### src/rtl/sram_arb_pkg.sv
package sram_arb_pkg;
    localparam int NBANK  = 4;
    localparam int BANK_W = $clog2(NBANK);

    typedef enum logic [1:0] {
        OWN_NONE = 2'd0,
        OWN_CPU  = 2'd1,
        OWN_DMA0 = 2'd2,
        OWN_DMA1 = 2'd3
    } owner_e;

    typedef struct packed {
        logic fav_d1;
    } arb_state_t;

    typedef struct packed {
        owner_e [NBANK-1:0] rtag;
    } ret_state_t;
endpackage

### src/rtl/bank_arbiter.sv
module bank_arbiter
    import sram_arb_pkg::*;
(
    input  logic   clk,
    input  logic   rst_n,
    input  logic   rr_mode,
    input  logic   cpu_req,
    input  logic   d0_req,
    input  logic   d1_req,
    output owner_e win
);
    arb_state_t s_d, s_q;

    always_comb begin
        s_d = s_q;
        win = OWN_NONE;
        if (cpu_req) begin
            win = OWN_CPU;
        end else if (d0_req && d1_req) begin
            win = (rr_mode && s_q.fav_d1) ? OWN_DMA1 : OWN_DMA0;
        end else if (d0_req) begin
            win = OWN_DMA0;
        end else if (d1_req) begin
            win = OWN_DMA1;
        end
        if (rr_mode && (win == OWN_DMA0 || win == OWN_DMA1)) begin
            s_d.fav_d1 = (win == OWN_DMA0);
        end
    end

    always_ff @(posedge clk or negedge rst_n) begin
        if (!rst_n) s_q <= '0;
        else        s_q <= s_d;
    end
endmodule

### src/rtl/sram_bank.sv
module sram_bank #(
    parameter int ROWS  = 16,
    localparam int ROW_W = $clog2(ROWS)
) (
    input  logic             clk,
    input  logic             en,
    input  logic             we,
    input  logic [ROW_W-1:0] row,
    input  logic [31:0]      wdata,
    output logic [31:0]      rdata
);
    logic [31:0] mem_q [ROWS];
    logic [31:0] rdata_q;

    always_ff @(posedge clk) begin
        if (en) begin
            if (we) mem_q[row] <= wdata;
            else    rdata_q    <= mem_q[row];
        end
    end

    assign rdata = rdata_q;
endmodule

### src/rtl/banked_sram_arb.sv
module banked_sram_arb
    import sram_arb_pkg::*;
#(
    parameter int ROWS = 16,
    localparam int ROW_W  = $clog2(ROWS),
    localparam int ADDR_W = ROW_W + BANK_W
) (
    input  logic              clk,
    input  logic              rst_n,
    input  logic              rr_mode,
    input  logic              cpu_valid,
    output logic              cpu_ready,
    input  logic [ADDR_W-2:0] cpu_addr,
    input  logic              cpu_we,
    input  logic [63:0]       cpu_wdata,
    output logic              cpu_rvalid,
    output logic [63:0]       cpu_rdata,
    input  logic              d0_valid,
    output logic              d0_ready,
    input  logic [ADDR_W-1:0] d0_addr,
    input  logic              d0_we,
    input  logic [31:0]       d0_wdata,
    output logic              d0_rvalid,
    output logic [31:0]       d0_rdata,
    input  logic              d1_valid,
    output logic              d1_ready,
    input  logic [ADDR_W-1:0] d1_addr,
    input  logic              d1_we,
    input  logic [31:0]       d1_wdata,
    output logic              d1_rvalid,
    output logic [31:0]       d1_rdata
);
    owner_e           win      [NBANK];
    logic             bank_en  [NBANK];
    logic             bank_we  [NBANK];
    logic [ROW_W-1:0] bank_row [NBANK];
    logic [31:0]      bank_wd  [NBANK];
    logic [31:0]      bank_rd  [NBANK];

    ret_state_t st_d, st_q;

    for (genvar b = 0; b < NBANK; b++) begin : g_bank
        localparam logic [BANK_W-1:0] BI = BANK_W'(b);
        logic cpu_hit, d0_hit, d1_hit;

        assign cpu_hit = cpu_valid && (cpu_addr[0] == BI[1]);
        assign d0_hit  = d0_valid && (d0_addr[BANK_W-1:0] == BI);
        assign d1_hit  = d1_valid && (d1_addr[BANK_W-1:0] == BI);

        bank_arbiter i_arb (
            .clk     (clk),
            .rst_n   (rst_n),
            .rr_mode (rr_mode),
            .cpu_req (cpu_hit),
            .d0_req  (d0_hit),
            .d1_req  (d1_hit),
            .win     (win[b])
        );

        assign bank_en[b]  = (win[b] != OWN_NONE);
        assign bank_we[b]  = (win[b] == OWN_CPU)  ? cpu_we :
                             (win[b] == OWN_DMA0) ? d0_we  :
                             (win[b] == OWN_DMA1) ? d1_we  : 1'b0;
        assign bank_row[b] = (win[b] == OWN_CPU)  ? cpu_addr[ADDR_W-2:1] :
                             (win[b] == OWN_DMA1) ? d1_addr[ADDR_W-1:BANK_W] :
                                                    d0_addr[ADDR_W-1:BANK_W];
        assign bank_wd[b]  = (win[b] == OWN_CPU)  ? (BI[0] ? cpu_wdata[63:32] : cpu_wdata[31:0]) :
                             (win[b] == OWN_DMA1) ? d1_wdata : d0_wdata;

        sram_bank #(.ROWS(ROWS)) i_mem (
            .clk   (clk),
            .en    (bank_en[b]),
            .we    (bank_we[b]),
            .row   (bank_row[b]),
            .wdata (bank_wd[b]),
            .rdata (bank_rd[b])
        );
    end

    assign cpu_ready = cpu_valid
                    && (win[{cpu_addr[0], 1'b0}] == OWN_CPU)
                    && (win[{cpu_addr[0], 1'b1}] == OWN_CPU);
    assign d0_ready  = (win[d0_addr[BANK_W-1:0]] == OWN_DMA0);
    assign d1_ready  = (win[d1_addr[BANK_W-1:0]] == OWN_DMA1);

    always_comb begin
        st_d = st_q;
        for (int b = 0; b < NBANK; b++) begin
            st_d.rtag[b] = (bank_en[b] && !bank_we[b]) ? win[b] : OWN_NONE;
        end
    end

    always_ff @(posedge clk or negedge rst_n) begin
        if (!rst_n) st_q <= '0;
        else        st_q <= st_d;
    end

    always_comb begin
        cpu_rvalid = (st_q.rtag[0] == OWN_CPU) || (st_q.rtag[2] == OWN_CPU);
        cpu_rdata  = (st_q.rtag[0] == OWN_CPU) ? {bank_rd[1], bank_rd[0]}
                                               : {bank_rd[3], bank_rd[2]};
        d0_rvalid  = 1'b0;
        d0_rdata   = '0;
        d1_rvalid  = 1'b0;
        d1_rdata   = '0;
        for (int b = 0; b < NBANK; b++) begin
            if (st_q.rtag[b] == OWN_DMA0) begin
                d0_rvalid = 1'b1;
                d0_rdata  = bank_rd[b];
            end
            if (st_q.rtag[b] == OWN_DMA1) begin
                d1_rvalid = 1'b1;
                d1_rdata  = bank_rd[b];
            end
        end
    end
endmodule

### config.mk
export PLATFORM = sky130hd
export DESIGN_NAME = banked_sram_arb
export DESIGN_NICKNAME = d
export VERILOG_FILES = /design/src/rtl/sram_arb_pkg.sv /design/src/rtl/bank_arbiter.sv /design/src/rtl/sram_bank.sv /design/src/rtl/banked_sram_arb.sv
export SDC_FILE = /design/constraint.sdc
export NUM_CORES = 2
export LEC_CHECK = 0
export ABC_AREA = 1
export BUFFER_PORTS_ARGS = -buffer_cell sky130_fd_sc_hd__buf_2
export CORE_MARGIN = 4
export CORE_UTILIZATION = 25
export CTS_CLUSTER_SIZE = 30
export DETAILED_ROUTE_END_ITERATION = 12
export GPL_TIMING_DRIVEN = 0
export HOLD_SLACK_MARGIN = 0.08
export PLACE_DENSITY = 0.37
export RECOVER_POWER = 25
export REMOVE_ABC_BUFFERS = 1
export SLEW_MARGIN = 40
export SYNTH_ARGS = -nofsm -noshare
export SYNTH_HDL_FRONTEND = slang
export SYNTH_SLANG_ARGS = --single-unit
### constraint.sdc
create_clock -name clk -period 4.7 [get_ports clk]
set_input_delay 0.94 -clock clk [delete_from_list [all_inputs] [get_ports clk]]
set_output_delay 0.94 -clock clk [all_outputs]
set_load 0.03 [all_outputs]
After elaboration in Yosys (flattened, before gate mapping)

Memory sizes are Yosys's and may differ from the RTL's. A register that Yosys moved wholly into a read port is not among the register bits.
Cells that the tools add are included.

Flip-flop bits (word level): 12
Output and inout port bits: 134
Memories kept: 4
RAM bits: 2048

Equal/unequal tests: 32
Bitwise logic cells: 9
Mux-type cells: 93
Reductions and logical operators: 47
Magnitude comparators: 4

Memory list:

| memory                | words | width | rd ports | clocked after Yosys merged registers in | write ports | RTL line        | RTL |
|---|---|---|---|---|---|---|---|
| g_bank[0].i_mem.mem_q | 16    | 32    | 1        | 1                                       | 1           | sram_bank.sv:12 | `logic [31:0] mem_q [ROWS];` |
| g_bank[1].i_mem.mem_q | 16    | 32    | 1        | 1                                       | 1           | sram_bank.sv:12 |  |
| g_bank[2].i_mem.mem_q | 16    | 32    | 1        | 1                                       | 1           | sram_bank.sv:12 |  |
| g_bank[3].i_mem.mem_q | 16    | 32    | 1        | 1                                       | 1           | sram_bank.sv:12 |  |

Operator list:

| cell                 | count |
|---|---|
| $mux W32             | 16 |
| $mux W64             | 1 |
| $mux W2              | 28 |
| $eq A2 B2 Y1 const B | 22 |
| $mux W1              | 36 |
| $mux W4              | 8 |
| $logic_and A1 B1 Y1  | 28 |
| $eq A2 B1 Y1 const B | 10 |
| $bmux W2 S2          | 4 |
| $ge A3 B3 Y1 const B | 4 |
| $not A2 Y3           | 4 |
| $reduce_and A2 Y1    | 4 |
| $reduce_bool A2 Y1   | 4 |
| $logic_or A1 B1 Y1   | 5 |
| $not A1 Y1           | 5 |
| $logic_not A1 Y1     | 4 |
| $logic_not A2 Y1     | 2 |

Logic depth before layout (Yosys ltp)

Word-level depth: 13
Gate-level depth with buffers: 17

Modules after synthesis

From an unflattened synthesis, not the netlist that was laid out.

Cells, all modules: 9885
Area, all modules: 97095.6 um2

Modules (own cells, without submodules):

| module          | seq. area each (um2) | cells an instance | times used | area an instance (um2) |
|---|---|---|---|---|
| sram_bank       | 16335.7              | 2117              | 4          | 22549.1 |
| banked_sram_arb | 200.2                | 1353              | 1          | 6533.8 |
| bank_arbiter    | 25.0                 | 16                | 4          | 91.3 |

Worst setup path before layout

Ideal clock, no wire load.

Kind: input -> register
Start: input rr_mode
End: memory g_bank[0].i_mem.mem_q[1][0], enable pin
Cell stages on the path: 13
Arrival: 3.694 ns
Path buffers: 2
Path slack: 0.585 ns
Cells stage by stage: buf_4 > nand2_1 > nand3_1 > nand2_2 > inv_1 > nand2_1 > nor2_1 > nor3_1 > inv_1 > nor2_1 > buf_2 > inv_2 > nor2_1

Word-level cells in the longest chain between the ends: 11
Elaborated cells on any way between the ends: 16
Those cells by class: 3 x eq/ne; 11 x mux; 2 x reduce/logical

RTL lines:

| what                          | RTL line                                     | RTL |
|---|---|---|
| from (decl)                   | banked_sram_arb.sv:10                        | `input logic rr_mode,` |
| $logic_and A1 B1 Y1 *         | bank_arbiter.sv:20                           | `win = (rr_mode && s_q.fav_d1) ? OWN_DMA1 : OWN_DMA0;` |
| $mux W1 *                     | bank_arbiter.sv:20                           |  |
| $mux W2 *                     | bank_arbiter.sv:19                           | `end else if (d0_req && d1_req) begin` |
| $mux W2 *                     | bank_arbiter.sv:17                           | `if (cpu_req) begin` |
| $eq A2 B2 Y1                  | banked_sram_arb.sv:63, banked_sram_arb.sv:65 |  |
| $mux W1                       | banked_sram_arb.sv:63                        | `(win[b] == OWN_DMA1) ? d1_we : 1'b0;` |
| $mux W1                       | banked_sram_arb.sv:62                        | `(win[b] == OWN_DMA0) ? d0_we :` |
| $mux W1                       | banked_sram_arb.sv:61                        | `assign bank_we[b] = (win[b] == OWN_CPU) ? cpu_we :` |
| $mux W1                       | sram_bank.sv:17                              | `if (we) mem_q[row] <= wdata;` |
| $mux W1                       | sram_bank.sv:16                              | `if (en) begin` |
| $mux W1 (implied by the code) | sram_bank.sv:17                              |  |
| to (decl)                     | sram_bank.sv:12                              |  |

Every way passes the cells marked *; elsewhere a longest branch is shown, timed or not.

Final worst setup path

Start: input cpu_valid
End: memory g_bank[2].i_mem.mem_q[8][6], enable pin

Word-level cells in the longest chain between the ends: 9
Elaborated cells on any way between the ends: 14
Those cells by class: 3 x eq/ne; 9 x mux; 2 x reduce/logical

RTL lines:

| what                          | RTL line                                     | RTL |
|---|---|---|
| from (decl)                   | banked_sram_arb.sv:11                        | `input logic cpu_valid,` |
| $logic_and A1 B1 Y1 *         | banked_sram_arb.sv:46                        | `assign cpu_hit = cpu_valid && (cpu_addr[0] == BI[1]);` |
| $mux W2 *                     | bank_arbiter.sv:17                           |  |
| $eq A2 B2 Y1                  | banked_sram_arb.sv:63, banked_sram_arb.sv:65 |  |
| $mux W1                       | banked_sram_arb.sv:63                        |  |
| $mux W1                       | banked_sram_arb.sv:62                        |  |
| $mux W1                       | banked_sram_arb.sv:61                        |  |
| $mux W1                       | sram_bank.sv:17                              |  |
| $mux W1                       | sram_bank.sv:16                              |  |
| $mux W1 (implied by the code) | sram_bank.sv:17                              |  |
| to (decl)                     | sram_bank.sv:12                              |  |

Marks and branches as above.

==> impl_metrics.tcl <==
set metrics [dict create \
    outcome "finished with violations" \
    violations "capacitance limit, slew limit" \
    fin_crit_sh_pct 98.9 \
    area_delta_synth_final_pct 24.5 \
    fin_skew_ns 0.0665 \
    place_area_um2 115000 \
    holdPathEnd "g_bank[1].i_arb.s_q" \
    drc_errors 0 \
    synth_area_per_cell_um2 9.96 \
    rows 230 \
    cts_sinks 2188 \
    rr_endpoint "g_bank[2].i_mem.mem_q[8][6]" \
    cpMaxStageDelayCell "buf_4" \
    critPathMostFrequentCell "buf_12" \
    htreeDepth 4 \
    finalHoldViolations 0 \
    rsz0062_at_grt "no" \
    coreArea_um2 393000 \
    highest_layer "met5" \
    met2_length_um 204000 \
    vias_per_cell 4.72 \
    ir_drop_uv 388 \
    syn_inst 9927 \
    synth.cell_area_um2 98800 \
    hold_path.startpoint "rr_mode" \
    cp_data_required_time_ns 5.27 \
    total_leakage_power_nw 48.8 \
    path_cells "buf_2 -> nand2_8 -> nand4_1 -> buf_4 -> buf_6 -> buf_6 -> buf_12 -> buf_16 -> buf_6 -> nand3_4 -> buf_12 -> buf_12 -> buf_12 -> buf_12 -> buf_12 -> nor2_1 -> nand2_2 -> nor2_4 -> buf_8 -> buf_8 -> buf_8" \
    io_buffer_count 287 \
    p_per_area_nw_per_um2 393 \
    grt_max_degree 75 \
    routabilityCongestion 0.795 \
    min_path_cells 3 \
    drv_slew 68 \
    track_usage_pct 19.1 \
    nNetsFinal 10600 \
    die_w_um 637 \
    overflow 0 \
    cp_max_fo 36 \
    stdcell_area_um2 123000 \
    max_slew.worst_pin.slew_ns 1.75 \
    fin_util_pct 31.3 \
    hold_class "in2reg" \
    ioPinCount 288 \
    max_stage_delay_ns 0.22 \
    period_needed_ns 4.65 \
    arrival_ns 5.22 \
    r2r-start "g_bank[2].i_arb.s_q" \
    clock_path_buffers 4 \
    drt_iter0_drc 6068 \
    cts_tree "built" \
    synthDistinctLibCells 33 \
    final_layout_size_suffix_gt1_share_pct 13.7 \
    clk_pin_slew_ns 0.06 \
    yosys_warnings 0 \
    antenna_left 0 \
    clkLatencyLatePin_ns 0.93 \
    end_kind "flip-flop" \
    r2r_setup_slack_ns 0.08 \
    routed-wl-met3_um 16900 \
    drt_first_pass_iters 6 \
    initial_core_util_pct 25.1 \
    dieHeight_um 637 \
    detailed_place_hpwl_um 280000 \
    grt_pass1_vias 72000 \
    numCtsBuffers 247 \
    clockRootBuffer "clkbuf_16" \
    ys_seq_area_share_pct 66.4 \
    max_freq_mhz 215 \
    vias 75100 \
    startpoint "cpu_valid" \
    ys_seq_elements 2188 \
    grt_antenna_before_repair 30 \
    wl_met1_um 165000 \
    die_area_um2 405000 \
    ff2ff_path_depth 21 \
    grt_first_pass_wirelength_um 565000 \
    relSlewSlack_pct -16.5 \
    wirelength_um 400000 \
    setup_violations 0 \
    maxCapViolCount 4 \
    cp-start-kind "input pin" \
    avgRoutedWirePerCell_um 25.1 \
    crit_type "in2reg" \
]
## critical path, delay by kind of cell
| family | cells | cell delay (ns) |
|---|---|---|
| simple gates | 6 | 1.03 |
| buf+inv | 15 | 2.96 |
## worst max path at each step
stage          cells past startpoint  slack, ns                      endpoint
2_1_floorplan                      8     -15.79   g_bank[0].i_mem.mem_q[0][0]
3_3_place_gp                       9     -42.58  g_bank[0].i_mem.mem_q[4][25]
3_5_place_dp                      26      -2.76  g_bank[2].i_mem.mem_q[4][25]
4_1_cts                           20       0.01  g_bank[0].i_mem.mem_q[12][6]
5_1_grt                           21       0.02  g_bank[2].i_mem.mem_q[8][25]
6_report                          21       0.05   g_bank[2].i_mem.mem_q[8][6]
## placed cells by master (no fill, tap or decap), drive strengths merged
master	count
nor3	4
o21bai	1
a22o	1
and2	1
clkinvlp	5
a21oi	6
dfrtp	12
nor2	182
o211ai	86
or2	1
edfxtp	2176
nand4	1030
nand2	4997
o221ai	18
clkinv	103
diode	47
bufinv	13
mux2	32
inv	382
o21ai	116
o22ai	2
clkbuf	372
buf	920
dlygate4sd3	1
nand3	116
bufbuf	1
a31oi	63
## cell usage after synthesis, drive strengths merged
master / n / area (um^2)
nand2: 4997 / 18800
nor3: 4 / 31.3
clkbuf: 416 / 1560
inv: 378 / 1420
o211ai: 86 / 661
o21ai: 116 / 581
nand4: 1030 / 6440
or2: 1 / 6.26
a21oi: 6 / 37.5
o221ai: 18 / 158
edfxtp: 2176 / 65300
a22o: 1 / 8.76
buf: 291 / 1420
nor2: 182 / 716
mux2: 32 / 360
o21bai: 1 / 7.51
nand3: 114 / 586
a31oi: 63 / 394
dfrtp: 12 / 300
and2: 1 / 6.26
o22ai: 2 / 12.5
## repair_timing
action                     in CTS  in global routing
setup endpoints to repair    1397                504
hold endpoints to repair       12                  0
gates cloned                    3                  1
buffers inserted               38                 17
hold buffers                    1                  0
pin swaps                      27                  8
resized for setup              15                  4
## metrics by stage
stage	setup TNS, ns	hold WS, ns	power, W	worst slack [ns]	instances
finish	0	0.407	0.0483	0.0504	15900
detailed placement	-2827.89	0.469	0.0305	-2.76	15400
global route	0	0.372	0.0503	0.0246	15900
floorplan	-	0.448	0.0269	-15.79	9220
global placement	-	0.471	0.0303	-42.58	14700
CTS	0	0.323	0.0490	0.0136	15800
## sequential cells by signal, indices dropped and copies added, names as in the netlist
register,count
g_bank.i_arb.s_q,4
g_bank.i_mem.mem_q,2048
st_q,8
g_bank.i_mem.rdata,128
## per-layer routing
layer / vias to the layer above / global-route usage, %
met5: - / 0
met4: 4 / 6.20
met3: 570 / 2.24
met2: 2016 / 34.2
met1: 37400 / 23.9
li1: 35100 / -
## power breakdown
| part | switching (W) | total [W] | internal, W | leakage (nW) |
|---|---|---|---|---|
| logic | 0.00511 | 0.00715 | 0.00205 | 25.9 |
| registers | 0.000347 | 0.0228 | 0.0225 | 19.3 |
| clock network | 0.00804 | 0.0183 | 0.0103 | 3.62 |
| total | 0.0135 | 0.0483 | 0.0348 | 48.8 |
## cell families after synthesis
logic type	Yosys count	synth area share, %
AOI/OAI and AO/OA	293	1.88
buffers and inverters	1085	4.45
DFF	2188	66.4
muxes	32	0.365
and+or+nand+nor	6329	26.9
## final cells by class
class	count	area [um^2]
diodes	47	118
clock buffers	312	6450
clock inverters	125	963
fillers	40200	270000
inverters	378	1470
multi-input cells	6656	29800
flip-flops and latches	2188	65600
well taps	5220	6530
repair buffers	982	12000
Note: power is estimated with default switching activity, not from simulation.
